## src/rtl/mgmt_pkg.sv

```systemverilog
package mgmt_pkg;
  typedef enum logic [1:0] {
    WIN_IDLE   = 2'd0,
    WIN_ARMED  = 2'd1,
    WIN_ACTIVE = 2'd2
  } win_state_t;

  localparam int unsigned SYNC_STAGES_DEF = 2;
  localparam int unsigned N_ASYNC         = 4;
  localparam int unsigned IDX_IRQ         = 0;
  localparam int unsigned IDX_ACK         = 1;
  localparam int unsigned IDX_A20         = 2;
  localparam int unsigned IDX_SRST        = 3;
endpackage

```

## src/rtl/mgmt_sync.sv

```systemverilog
module mgmt_sync #(
  parameter int unsigned WIDTH  = 4,
  parameter int unsigned STAGES = 2
) (
  input  logic             clk,
  input  logic             rst,
  input  logic [WIDTH-1:0] d_i,
  output logic [WIDTH-1:0] q_o
);
  localparam int unsigned LAST = STAGES - 1;

  logic [WIDTH-1:0] stage_q [STAGES];

  genvar s;
  generate
    for (s = 0; s < STAGES; s++) begin : g_stage
      if (s == 0) begin : g_first
        always_ff @(posedge clk) begin
          if (rst) stage_q[s] <= '0;
          else     stage_q[s] <= d_i;
        end
      end else begin : g_next
        always_ff @(posedge clk) begin
          if (rst) stage_q[s] <= '0;
          else     stage_q[s] <= stage_q[s-1];
        end
      end
    end
  endgenerate

  assign q_o = stage_q[LAST];
endmodule

```

## src/rtl/mgmt_window.sv

```systemverilog
module mgmt_window
  import mgmt_pkg::*;
(
  input  logic clk,
  input  logic rst,
  input  logic irq_s,
  input  logic ack_s,
  input  logic a20_req_s,
  input  logic srst_req_s,
  output logic a20_mask_n_q,
  output logic soft_rst_q
);
  win_state_t state_q, state_d;
  logic       srst_prev_q;
  logic       pend_q;
  logic       srst_edge;
  logic       window_c;
  logic       exit_c;
  logic       fire_c;

  assign srst_edge = srst_req_s & ~srst_prev_q;
  assign window_c  = (state_q != WIN_IDLE) | irq_s | ack_s;
  assign exit_c    = (state_q == WIN_ACTIVE) & ~ack_s;
  assign fire_c    = (srst_edge & ~window_c) | (exit_c & (pend_q | srst_edge));

  always_comb begin
    state_d = state_q;
    case (state_q)
      WIN_IDLE: begin
        if (ack_s)      state_d = WIN_ACTIVE;
        else if (irq_s) state_d = WIN_ARMED;
      end
      WIN_ARMED:  if (ack_s)  state_d = WIN_ACTIVE;
      WIN_ACTIVE: if (!ack_s) state_d = WIN_IDLE;
      default:    state_d = WIN_IDLE;
    endcase
  end

  always_ff @(posedge clk) begin
    if (rst) begin
      state_q      <= WIN_IDLE;
      srst_prev_q  <= 1'b0;
      pend_q       <= 1'b0;
      a20_mask_n_q <= 1'b1;
      soft_rst_q   <= 1'b0;
    end else begin
      state_q      <= state_d;
      srst_prev_q  <= srst_req_s;
      if (exit_c)                      pend_q <= 1'b0;
      else if (srst_edge && window_c)  pend_q <= 1'b1;
      a20_mask_n_q <= window_c ? 1'b1 : ~a20_req_s;
      soft_rst_q   <= fire_c;
    end
  end

  // acknowledge active forces the mask inactive on the next edge
  p_ack_unmask_r1: assert property (@(posedge clk) disable iff (rst)
    ack_s |=> a20_mask_n_q);

  // no soft reset escapes while the window is held open
  p_hold_blocked_r4: assert property (@(posedge clk) disable iff (rst)
    ((state_q == WIN_ARMED) || ((state_q == WIN_ACTIVE) && ack_s)) |=> !soft_rst_q);

  // the held request is consumed at exit
  p_pend_clear_r5: assert property (@(posedge clk) disable iff (rst)
    exit_c |=> !pend_q);
endmodule

```

## src/rtl/mgmt_flush.sv

```systemverilog
module mgmt_flush (
  input  logic clk,
  input  logic rst,
  input  logic irq_s,
  input  logic cfg_overlay,
  input  logic cfg_cacheable,
  output logic flush_n_q
);
  logic irq_prev_q;
  logic irq_edge;

  assign irq_edge = irq_s & ~irq_prev_q;

  always_ff @(posedge clk) begin
    if (rst) begin
      irq_prev_q <= 1'b0;
      flush_n_q  <= 1'b1;
    end else begin
      irq_prev_q <= irq_s;
      flush_n_q  <= ~(irq_edge & cfg_overlay & cfg_cacheable);
    end
  end

  // the pulse lasts one clock only
  p_flush_width_r6: assert property (@(posedge clk) disable iff (rst)
    !flush_n_q |=> flush_n_q);

  // no pulse unless both straps are set
  p_flush_cfg_r7: assert property (@(posedge clk) disable iff (rst)
    !(cfg_overlay && cfg_cacheable) |=> flush_n_q);
endmodule

```

## src/rtl/mgmt_steer.sv

```systemverilog
module mgmt_steer (
  input  logic clk,
  input  logic rst,
  input  logic ack_s,
  input  logic snoop_wb,
  input  logic prot_hit,
  output logic sel_prot_q
);
  always_ff @(posedge clk) begin
    if (rst) sel_prot_q <= 1'b0;
    else     sel_prot_q <= ack_s & prot_hit & ~snoop_wb;
  end

  // snoop write-backs always land in normal memory
  p_snoop_normal_r8: assert property (@(posedge clk) disable iff (rst)
    snoop_wb |=> !sel_prot_q);

  // outside management mode only normal memory is selected
  p_outside_normal_r9: assert property (@(posedge clk) disable iff (rst)
    !ack_s |=> !sel_prot_q);
endmodule

```

## src/rtl/mgmt_sideband_ctrl.sv

```systemverilog
module mgmt_sideband_ctrl
  import mgmt_pkg::*;
#(
  parameter int unsigned SYNC_STAGES = SYNC_STAGES_DEF
) (
  input  logic clk,
  input  logic rst,
  input  logic mgmt_irq_n_i,
  input  logic mgmt_ack_n_i,
  input  logic addr20_req_n_i,
  input  logic soft_rst_req_n_i,
  input  logic snoop_wb_i,
  input  logic protram_hit_i,
  input  logic cfg_overlay_i,
  input  logic cfg_cacheable_i,
  output logic addr20_mask_n_o,
  output logic soft_rst_o,
  output logic cache_wb_all_n_o,
  output logic sel_protram_o
);
  logic [N_ASYNC-1:0] raw_act;
  logic [N_ASYNC-1:0] sync_act;

  assign raw_act[IDX_IRQ]  = ~mgmt_irq_n_i;
  assign raw_act[IDX_ACK]  = ~mgmt_ack_n_i;
  assign raw_act[IDX_A20]  = ~addr20_req_n_i;
  assign raw_act[IDX_SRST] = ~soft_rst_req_n_i;

  mgmt_sync #(.WIDTH(N_ASYNC), .STAGES(SYNC_STAGES)) u_sync (
    .clk (clk),
    .rst (rst),
    .d_i (raw_act),
    .q_o (sync_act)
  );

  mgmt_window u_window (
    .clk          (clk),
    .rst          (rst),
    .irq_s        (sync_act[IDX_IRQ]),
    .ack_s        (sync_act[IDX_ACK]),
    .a20_req_s    (sync_act[IDX_A20]),
    .srst_req_s   (sync_act[IDX_SRST]),
    .a20_mask_n_q (addr20_mask_n_o),
    .soft_rst_q   (soft_rst_o)
  );

  mgmt_flush u_flush (
    .clk           (clk),
    .rst           (rst),
    .irq_s         (sync_act[IDX_IRQ]),
    .cfg_overlay   (cfg_overlay_i),
    .cfg_cacheable (cfg_cacheable_i),
    .flush_n_q     (cache_wb_all_n_o)
  );

  mgmt_steer u_steer (
    .clk        (clk),
    .rst        (rst),
    .ack_s      (sync_act[IDX_ACK]),
    .snoop_wb   (snoop_wb_i),
    .prot_hit   (protram_hit_i),
    .sel_prot_q (sel_protram_o)
  );
endmodule

```

## config.mk

```make
export PLATFORM = sky130hd
export DESIGN_NAME = mgmt_sideband_ctrl
export DESIGN_NICKNAME = d
export VERILOG_FILES = /design/src/rtl/mgmt_pkg.sv /design/src/rtl/mgmt_sync.sv /design/src/rtl/mgmt_window.sv /design/src/rtl/mgmt_flush.sv /design/src/rtl/mgmt_steer.sv /design/src/rtl/mgmt_sideband_ctrl.sv
export SDC_FILE = /design/constraint.sdc
export NUM_CORES = 1
export LEC_CHECK = 0
export BUFFER_PORTS_ARGS = -buffer_cell sky130_fd_sc_hd__buf_2
export CAP_MARGIN = 20
export CORE_AREA = 2 2 39 41
export DETAILED_ROUTE_END_ITERATION = 10
export DIE_AREA = 0 0 41 43
export PLACE_DENSITY_LB_ADDON = 0.08
export SLEW_MARGIN = 20
export SYNTH_ARGS = -nofsm -noshare
export SYNTH_HDL_FRONTEND = slang
export SYNTH_SLANG_ARGS = --single-unit
```

## constraint.sdc

```tcl
create_clock -name clk -period 1 [get_ports clk]
set_input_delay 0.2 -clock clk [delete_from_list [all_inputs] [get_ports clk]]
set_output_delay 0.2 -clock clk [all_outputs]
set_load 0.01 [all_outputs]
```

==> impl_metrics.toml, run 1 <==
[timing]
slew_headroom_pct = 86.2
drv_slew = 0
max_freq_mhz = 1010
grt_setup_unrepaired = "true"
fin_skew_ns = 0.00334
hold_slack_ns = 0.0505
period_minus_slack_ns = 0.990
hold_viol = 0
finalSetupViolCount = 0
final.period_utilization_pct = 99.0
tightest_slew_ns = 0.205

[synth]
netlist_area_um2 = 510
synth_largest_area_cell = "dfxtp_1"
syn_avg_cell_area_um2 = 11.3
yosysWarningCount = 0
ys_ff_latch = 17
syn_inst = 45
yosysUniqueCellTypes = 17
synthTopCellsByArea = "dfxtp_1 (67%), nor2b_1 (7.4%), nor2_1 (4.4%)"
yosysSeqAreaShare_pct = 66.7
synth_top_area_share_pct = 66.7
synth_nets = 55

[placed_design]
dpl_cell_area_um2 = 622
place_inst = 77
gp_congestion = 0.634
hpwlAfterDp_um = 541
io_buffers = 13

[power_and_ir_drop]
powerDensity_nw_per_um2 = 1740
ir_worst_vdd_v = 0.000934
leakagePower_nw = 0.270

[floorplanning]
die_h_um = 43
dieArea_um2 = 1760
num_rows = 14
start_util_pct = 36.9
ios = 14
dieWidth_um = 41
coreArea_um2 = 1380

[drt]
drt-initial-drc-count = 0
drc = 0
vias_per_cell = 4.31
wirelength_um = 720
post_drt_wl_per_cell_um = 8.89
dr.pass1.iters = 1
ant_nets = 0
vias = 349

[cells_and_area]
stdcell_count = 81
areaGrowthSynthToFinish_pct = 27.5
layout-drive-gt1-share_pct = 36.9
register_area_um2 = 343
design_area_um2 = 651
final.fill_count = 138
multi_input_area_um2 = 159
layout.nets = 76
diodes = 0

[setup_path]
cp-end-kind = "register"
r2r_slack_ns = 0.01
start_kind = "register"
crit_cells = 2
worstPathCellList = "or3b_1 -> a221oi_2"
arrival_ns = 1.19
r2r_end = "u_window.soft_rst_q"
r2r_cells = 2
critical_path_class = "reg -> reg"
critPathSlowestCell = "or3b_1"
critPathLaunch = "u_sync.stage_q[1][0]"
cp_slowest_stage_delay_ns = 0.38
critPathTopFamily = "simple AND/OR/NAND/NOR gates"
path_max_fanout = 2
critPathRequiredTime_ns = 1.20
reg2reg_from = "u_sync.stage_q[1][0]"
cp.buffers_inverters = 0

[global_route]
track_usage_pct = 11.3
grt_overflow = 0
antenna_found_initial = 0
grt_pass1_vias = 333
grt_pass1_wl_mm = 1.26
grt_start_max_net_pins = 10

[hold_path]
hold-path-cell-count = 2
holdPathEnd = "u_sync.stage_q[0][3]"
min_from = "soft_rst_req_n_i"
hp-class = "in -> reg"

[clock_tree]
clock_path_buffers = 2
clk_latency_ns = 0.28
numCtsBuffers = 3
postCtsSetupBuffers = 0
cts_tree = "done"
cts-root-buf = "clkbuf_4"
clk_pin_slew_ns = 0.09
htree_levels = 1
clock-sinks = 17

[flow_run]
drv_cap = 0

[outcome]
outcome = "completed"
## worst max-delay path by stage
stage	endpoint	slack, ns
final	u_window.soft_rst_q	0.01
after global routing	u_window.soft_rst_q	-0.04
after CTS	u_window.soft_rst_q	0.004
after detailed placement	u_window.soft_rst_q	0.01
after global placement	u_window.soft_rst_q	0.05
after floorplan	u_window.soft_rst_q	0.05
## worst reg2reg max path, stage by stage, from the launching register on
cell      delay, ns
dfxtp_2        0.33
or3b_1         0.38
a221oi_2       0.20
## repair_timing
item,in CTS,in global routing
endpoints found under the setup margin,1,1
resized for setup,1,1
endpoints found under the hold margin,0,0
pin swaps,0,0
hold buffers,0,0
## layer usage
| metal | track usage [%] | up-vias | part of all wire [%] | wire length, µm |
|---|---|---|---|---|
| met2 | 15.9 | 13 | 45 | 321 |
| met5 | 0 | - | 0 | 0 |
| li1 | - | 186 | - | - |
| met4 | 4.00 | 0 | 0 | 0 |
| met3 | 9.42 | 0 | 9.6 | 69 |
| met1 | 12.0 | 150 | 46 | 330 |
## placed cells by master, fill, tap and decap left out
master / Yosys / routed
buf_4: 0 / 4
a21oi_1: 1 / 1
nor2_1: 6 / 6
nor3_1: 1 / 1
dfxtp_1: 17 / 15
clkbuf_4: 0 / 3
nor2b_2: 1 / 1
or3b_1: 1 / 1
buf_2: 0 / 13
o21bai_1: 1 / 1
nand2b_1: 2 / 2
or3_1: 1 / 1
clkbuf_1: 1 / 1
nand3_1: 1 / 1
nor3b_1: 1 / 1
nand4b_1: 1 / 1
a221oi_2: 1 / 1
nor2b_1: 6 / 6
dfxtp_2: 0 / 2
a221oi_1: 1 / 1
inv_1: 2 / 2
## logic make-up after synthesis
family / count (synthesis) / share of synthesized area (%)
buf+inv: 3 / 2.21
flops: 17 / 66.7
compound gates: 4 / 7.11
simple gates: 21 / 24.0
## stage by stage
step / utilization (%) / setup WS, ns / power [mW] / TNS (ns)
floorplan: - / 0.0478 / 0.757 / 0
global placement: 44.9 / 0.0475 / 0.794 / 0
detailed placement: 44.9 / 0.0143 / 0.796 / 0
CTS: 46.9 / 0.00366 / 1.16 / 0
global route: 47.0 / -0.0374 / 1.20 / -0.0374
finish: 47.0 / 0.00989 / 1.13 / 0
## layout make-up
class / instances / area share, %
clock buffer: 4 / 4.04
inverter: 2 / 1.15
multi-input combinational: 25 / 24.4
sequential: 17 / 52.7
tap: 16 / 3.08
timing repair buffer: 17 / 14.6
## cell usage after synthesis, drive strengths merged
library cell and n:
nor3b 1, nand2b 2, nand4b 1, inv 2
nor3 1, nand3 1, or3b 1, a221oi 2
a21oi 1, nor2 6, nor2b 7, o21bai 1
or3 1, dfxtp 17, clkbuf 1
## flip-flops by register name (all words and copies together) (netlist names)
| register | count |
|---|---|
| u_steer.sel_prot_q | 1 |
| u_flush.flush_n_q | 1 |
| u_window.soft_rst_q | 1 |
| u_sync.stage_q | 8 |
| u_window.a20_mask_n_q | 1 |
| u_flush.irq_prev_q | 1 |
| u_window.srst_prev_q | 1 |
| u_window.pend_q | 1 |
| u_window.state_q | 2 |
## where the power goes
part | switching, mW | internal [mW] | total (mW) | leakage, nW
Clock | 0.197 | 0.155 | 0.351 | 0.0150
Combinational | 0.0297 | 0.0406 | 0.0704 | 0.115
Sequential | 0.00759 | 0.700 | 0.708 | 0.140
Total | 0.234 | 0.895 | 1.13 | 0.270
Power figures use the tool's default switching activity.
==> run 2: changes to the inputs <==
- BUFFER_PORTS_ARGS: -buffer_cell sky130_fd_sc_hd__buf_2 -> default
- DONT_BUFFER_PORTS: default -> 1
==> impl_metrics.toml, run 2 (same netlist as run 1, synthesis figures left out) <==
[outcome]
outcome = "complete, but fails checks"
violations = "setup timing"

[drt]
vias_per_cell = 4.76
vias = 352
dr.pass1.iters = 2
drc = 0
ant_nets = 0
drt-initial-drc-count = 1
post_drt_wl_per_cell_um = 10.8
wirelength_um = 800

[cells_and_area]
stdcell_count = 74
final_cell_mix = "dfxtp_1 (16), nor2_1 (6), nor2b_1 (6), dlygate4sd3_1 (6)"
largest_register_ffs = 8
layout.nets = 69
design_area_um2 = 649
areaGrowthSynthToFinish_pct = 27.2
layout-drive-gt1-share_pct = 15.5
diodes = 0
layout_commonest_cell = "dfxtp_1"
top_register = "u_sync.stage_q"
top_regs = "u_sync.stage_q x8, u_window.state_q x2"
final.fill_count = 133

[timing]
tightest_slew_ns = 0.417
fin_skew_ns = 0.00488
slew_headroom_pct = 72.2
period_minus_slack_ns = 1.02
final.period_utilization_pct = 102
max_freq_mhz = 978
post-route-worst-setup-slack_ns = -0.0226
grt_setup_unrepaired = "true"
drv_slew = 0
finalSetupViolCount = 1
hold_viol = 0
hold_slack_ns = 0.0130

[placed_design]
io_buffers = 0
gp_congestion = 0.630
dpl_cell_area_um2 = 549
dp_slack_ns = -0.0240
hpwlAfterDp_um = 556
place_inst = 63

[setup_path]
r2r_slack_ns = -0.02
r2r_cells = 2
cp_slowest_stage_delay_ns = 0.36
critPathTopFamily = "simple AND/OR/NAND/NOR gates"
crit_cells = 2
worstPathCellList = "or3b_1 -> a221oi_2"
cp-end-kind = "register"
critPathRequiredTime_ns = 1.19
start_kind = "register"
arrival_ns = 1.22
critical_path_class = "reg -> reg"
critPathSlowestCell = "or3b_1"
cp.buffers_inverters = 0
path_max_fanout = 3

[clock_tree]
clock_path_buffers = 2
clock-sinks = 17
clk_latency_ns = 0.28
cts-root-buf = "clkbuf_4"
htree_levels = 1
clk_pin_slew_ns = 0.09
cts_tree = "done"
postCtsSetupBuffers = 0
numCtsBuffers = 3

[global_route]
track_usage_pct = 11.0
grt_pass1_wl_mm = 1.28
grt_overflow = 0
antenna_found_initial = 0
grt_pass1_vias = 354
grt_start_max_net_pins = 12

[floorplanning]
ios = 14
dieWidth_um = 41
die_h_um = 43
dieArea_um2 = 1760
start_util_pct = 36.9
num_rows = 14
coreArea_um2 = 1380

[power_and_ir_drop]
powerDensity_nw_per_um2 = 1740
leakagePower_nw = 0.253
ir_worst_vdd_v = 0.000641

[flow_run]
drv_cap = 0

[hold_path]
hold-path-cell-count = 1
hp-class = "in -> reg"
-- run 2: cell count changes in the layout (fill, tap and decap cells not counted) --
cell / previous run / this run
buf_4: 4 / 3
buf_2: 13 / 0
dfxtp_2: 2 / 1
dlymetal6s4s_1: 0 / 1
dfxtp_1: 15 / 16
dlygate4sd3_1: 0 / 6
-- run 2: power breakdown --
part           switching, mW  internal [mW]
sequential           0.00852          0.700
combinational         0.0281         0.0428
clock                  0.196          0.155
-- run 2: worst paths after layout --
path                             start                     to
setup / recovery  u_sync.stage_q[1][3]    u_window.soft_rst_q
hold / removal         cfg_cacheable_i      u_flush.flush_n_q
setup reg to reg  u_sync.stage_q[1][3]    u_window.soft_rst_q
hold reg to reg   u_sync.stage_q[1][2]  u_window.a20_mask_n_q
-- run 2: cell type report --
class	count	area (µm²)	share of cell area [%]
inverter	2	7.51	1.16
tap	16	20.0	3.08
timing repair buffer	10	95.1	14.6
sequential	17	342	52.6
multi-input combinational	25	159	24.5
clock buffer	4	26.3	4.05
-- run 2: through the flow --
step / setup TNS [ns] / utilization [%] / power, mW
floorplan: 0 / - / 0.757
global placement: 0 / 39.7 / 0.764
detailed placement: -0.0240 / 39.7 / 0.767
CTS: -0.0254 / 46.7 / 1.15
global route: -0.0380 / 46.9 / 1.18
finish: -0.0226 / 46.9 / 1.13
-- run 2: per-layer routing --
layer	GRT usage, %	wire, µm
met5	0	0
met4	8.00	5
met3	3.14	39
met2	17.5	439
met1	11.6	315
-- run 2: timing repair --
item | in CTS | in global routing
endpoints found under the setup margin | 1 | 3
hold endpoints to repair | 13 | 0
hold buffers | 7 | 0
resized for setup | 1 | 1
==> run 3: changes to the inputs <==
- SKIP_CTS_REPAIR_TIMING: default -> 1
==> impl_metrics.toml, run 3 (same netlist as run 1, synthesis figures left out) <==
[outcome]
outcome = "complete, but fails checks"
violations = "hold timing, setup timing"

[hold_path]
min_from = "rst"
hp-class = "in -> reg"

[cells_and_area]
top_regs = "u_sync.stage_q x8, u_window.state_q x2"
largest_register_ffs = 8
diodes = 0
layout-drive-gt1-share_pct = 15.8
final_cell_mix = "dfxtp_1 (16), nor2_1 (6), nor2b_1 (6), dlygate4sd3_1 (6)"
top_register = "u_sync.stage_q"
areaGrowthSynthToFinish_pct = 24.8
layout_commonest_cell = "dfxtp_1"
final.fill_count = 136
stdcell_count = 73
final_util_pct = 46.0
layout.nets = 68

[global_route]
grt_start_max_net_pins = 15
antenna_found_initial = 0
grt_overflow = 0
grt_pass1_wl_mm = 1.22
grt_pass1_vias = 323
track_usage_pct = 10.6

[placed_design]
io_buffers = 0
gp_congestion = 0.630
hpwlAfterDp_um = 556
place_inst = 63

[clock_tree]
clk_latency_ns = 0.28
cts-root-buf = "clkbuf_4"
clock_path_buffers = 2
clock-sinks = 17
htree_levels = 1
numCtsBuffers = 3
clk_pin_slew_ns = 0.09
cts_tree = "done"

[timing]
grt_setup_unrepaired = "true"
max_freq_mhz = 981
post-route-worst-setup-slack_ns = -0.0196
tightest_slew_ns = 0.236
hold_viol = 10
hold_slack_ns = -0.0297
slew_headroom_pct = 84.2
fin_skew_ns = 0.00274
finalSetupViolCount = 1
period_minus_slack_ns = 1.02
drv_slew = 0
final.period_utilization_pct = 102

[power_and_ir_drop]
ir_worst_vdd_v = 0.000642
leakagePower_nw = 0.241
powerDensity_nw_per_um2 = 1750

[floorplanning]
dieArea_um2 = 1760
num_rows = 14
start_util_pct = 36.9
die_h_um = 43
coreArea_um2 = 1380
dieWidth_um = 41
ios = 14

[drt]
drc = 0
post_drt_wl_per_cell_um = 10.5
ant_nets = 0
vias_per_cell = 4.68
wirelength_um = 765
dr.pass1.iters = 2
drt-initial-drc-count = 1
vias = 342

[setup_path]
path_max_fanout = 3
critPathRequiredTime_ns = 1.19
arrival_ns = 1.21
critPathLaunch = "u_sync.stage_q[1][3]"
reg2reg_from = "u_sync.stage_q[1][3]"
r2r_slack_ns = -0.02
start_kind = "register"
cp-end-kind = "register"
critical_path_class = "reg -> reg"

[flow_run]
drv_cap = 0
==> run 3: metal layers <==
layer / GRT usage, % / part of all wire, % / vias up
met5: 0 / 0 / -
met4: 8.00 / 0.65 / 0
met3: 3.66 / 6.0 / 2
met2: 16.3 / 53 / 9
met1: 11.3 / 41 / 161
li1: - / - / 170
==> run 3: area by class of cell <==
| class | instances | area (µm²) | share of cell area [%] |
|---|---|---|---|
| flip-flops and latches | 17 | 342 | 53.6 |
| repair buffers | 9 | 82.6 | 13.0 |
| multi-input cells | 25 | 159 | 25.0 |
| inverters | 2 | 7.51 | 1.18 |
| clock buffers | 4 | 26.3 | 4.13 |
| well taps | 16 | 20.0 | 3.14 |
==> run 3: final timing paths <==
check             cells past startpoint                    end
hold / removal                        1   u_sync.stage_q[1][3]
hold reg to reg                       1  u_window.a20_mask_n_q
setup reg to reg                      2    u_window.soft_rst_q
setup / recovery                      2    u_window.soft_rst_q
==> run 3: where the power goes <==
group / total (mW) / switching (mW) / internal, mW
sequential: 0.708 / 0.00850 / 0.700
combinational: 0.0609 / 0.0211 / 0.0397
clock: 0.347 / 0.192 / 0.155
total: 1.12 / 0.222 / 0.894
==> run 3: worst max-delay path: stages, from the launching register on <==
cell	delay, ns
dfxtp_2	0.34
or3b_1	0.36
a221oi_2	0.23
==> run 3: metrics by stage <==
stage               setup slack (ns)  TNS [ns]  hold WS, ns  power, mW  area [µm²]
CTS                          -0.0451   -0.0451      -0.0415       1.12         576
global route                 -0.0380   -0.0380      -0.0413       1.17         637
global placement              0.0498         0        0.268      0.764         549
finish                       -0.0196   -0.0196      -0.0297       1.12         637
floorplan                     0.0478         0        0.267      0.757         510
detailed placement           -0.0240   -0.0240        0.269      0.767         549
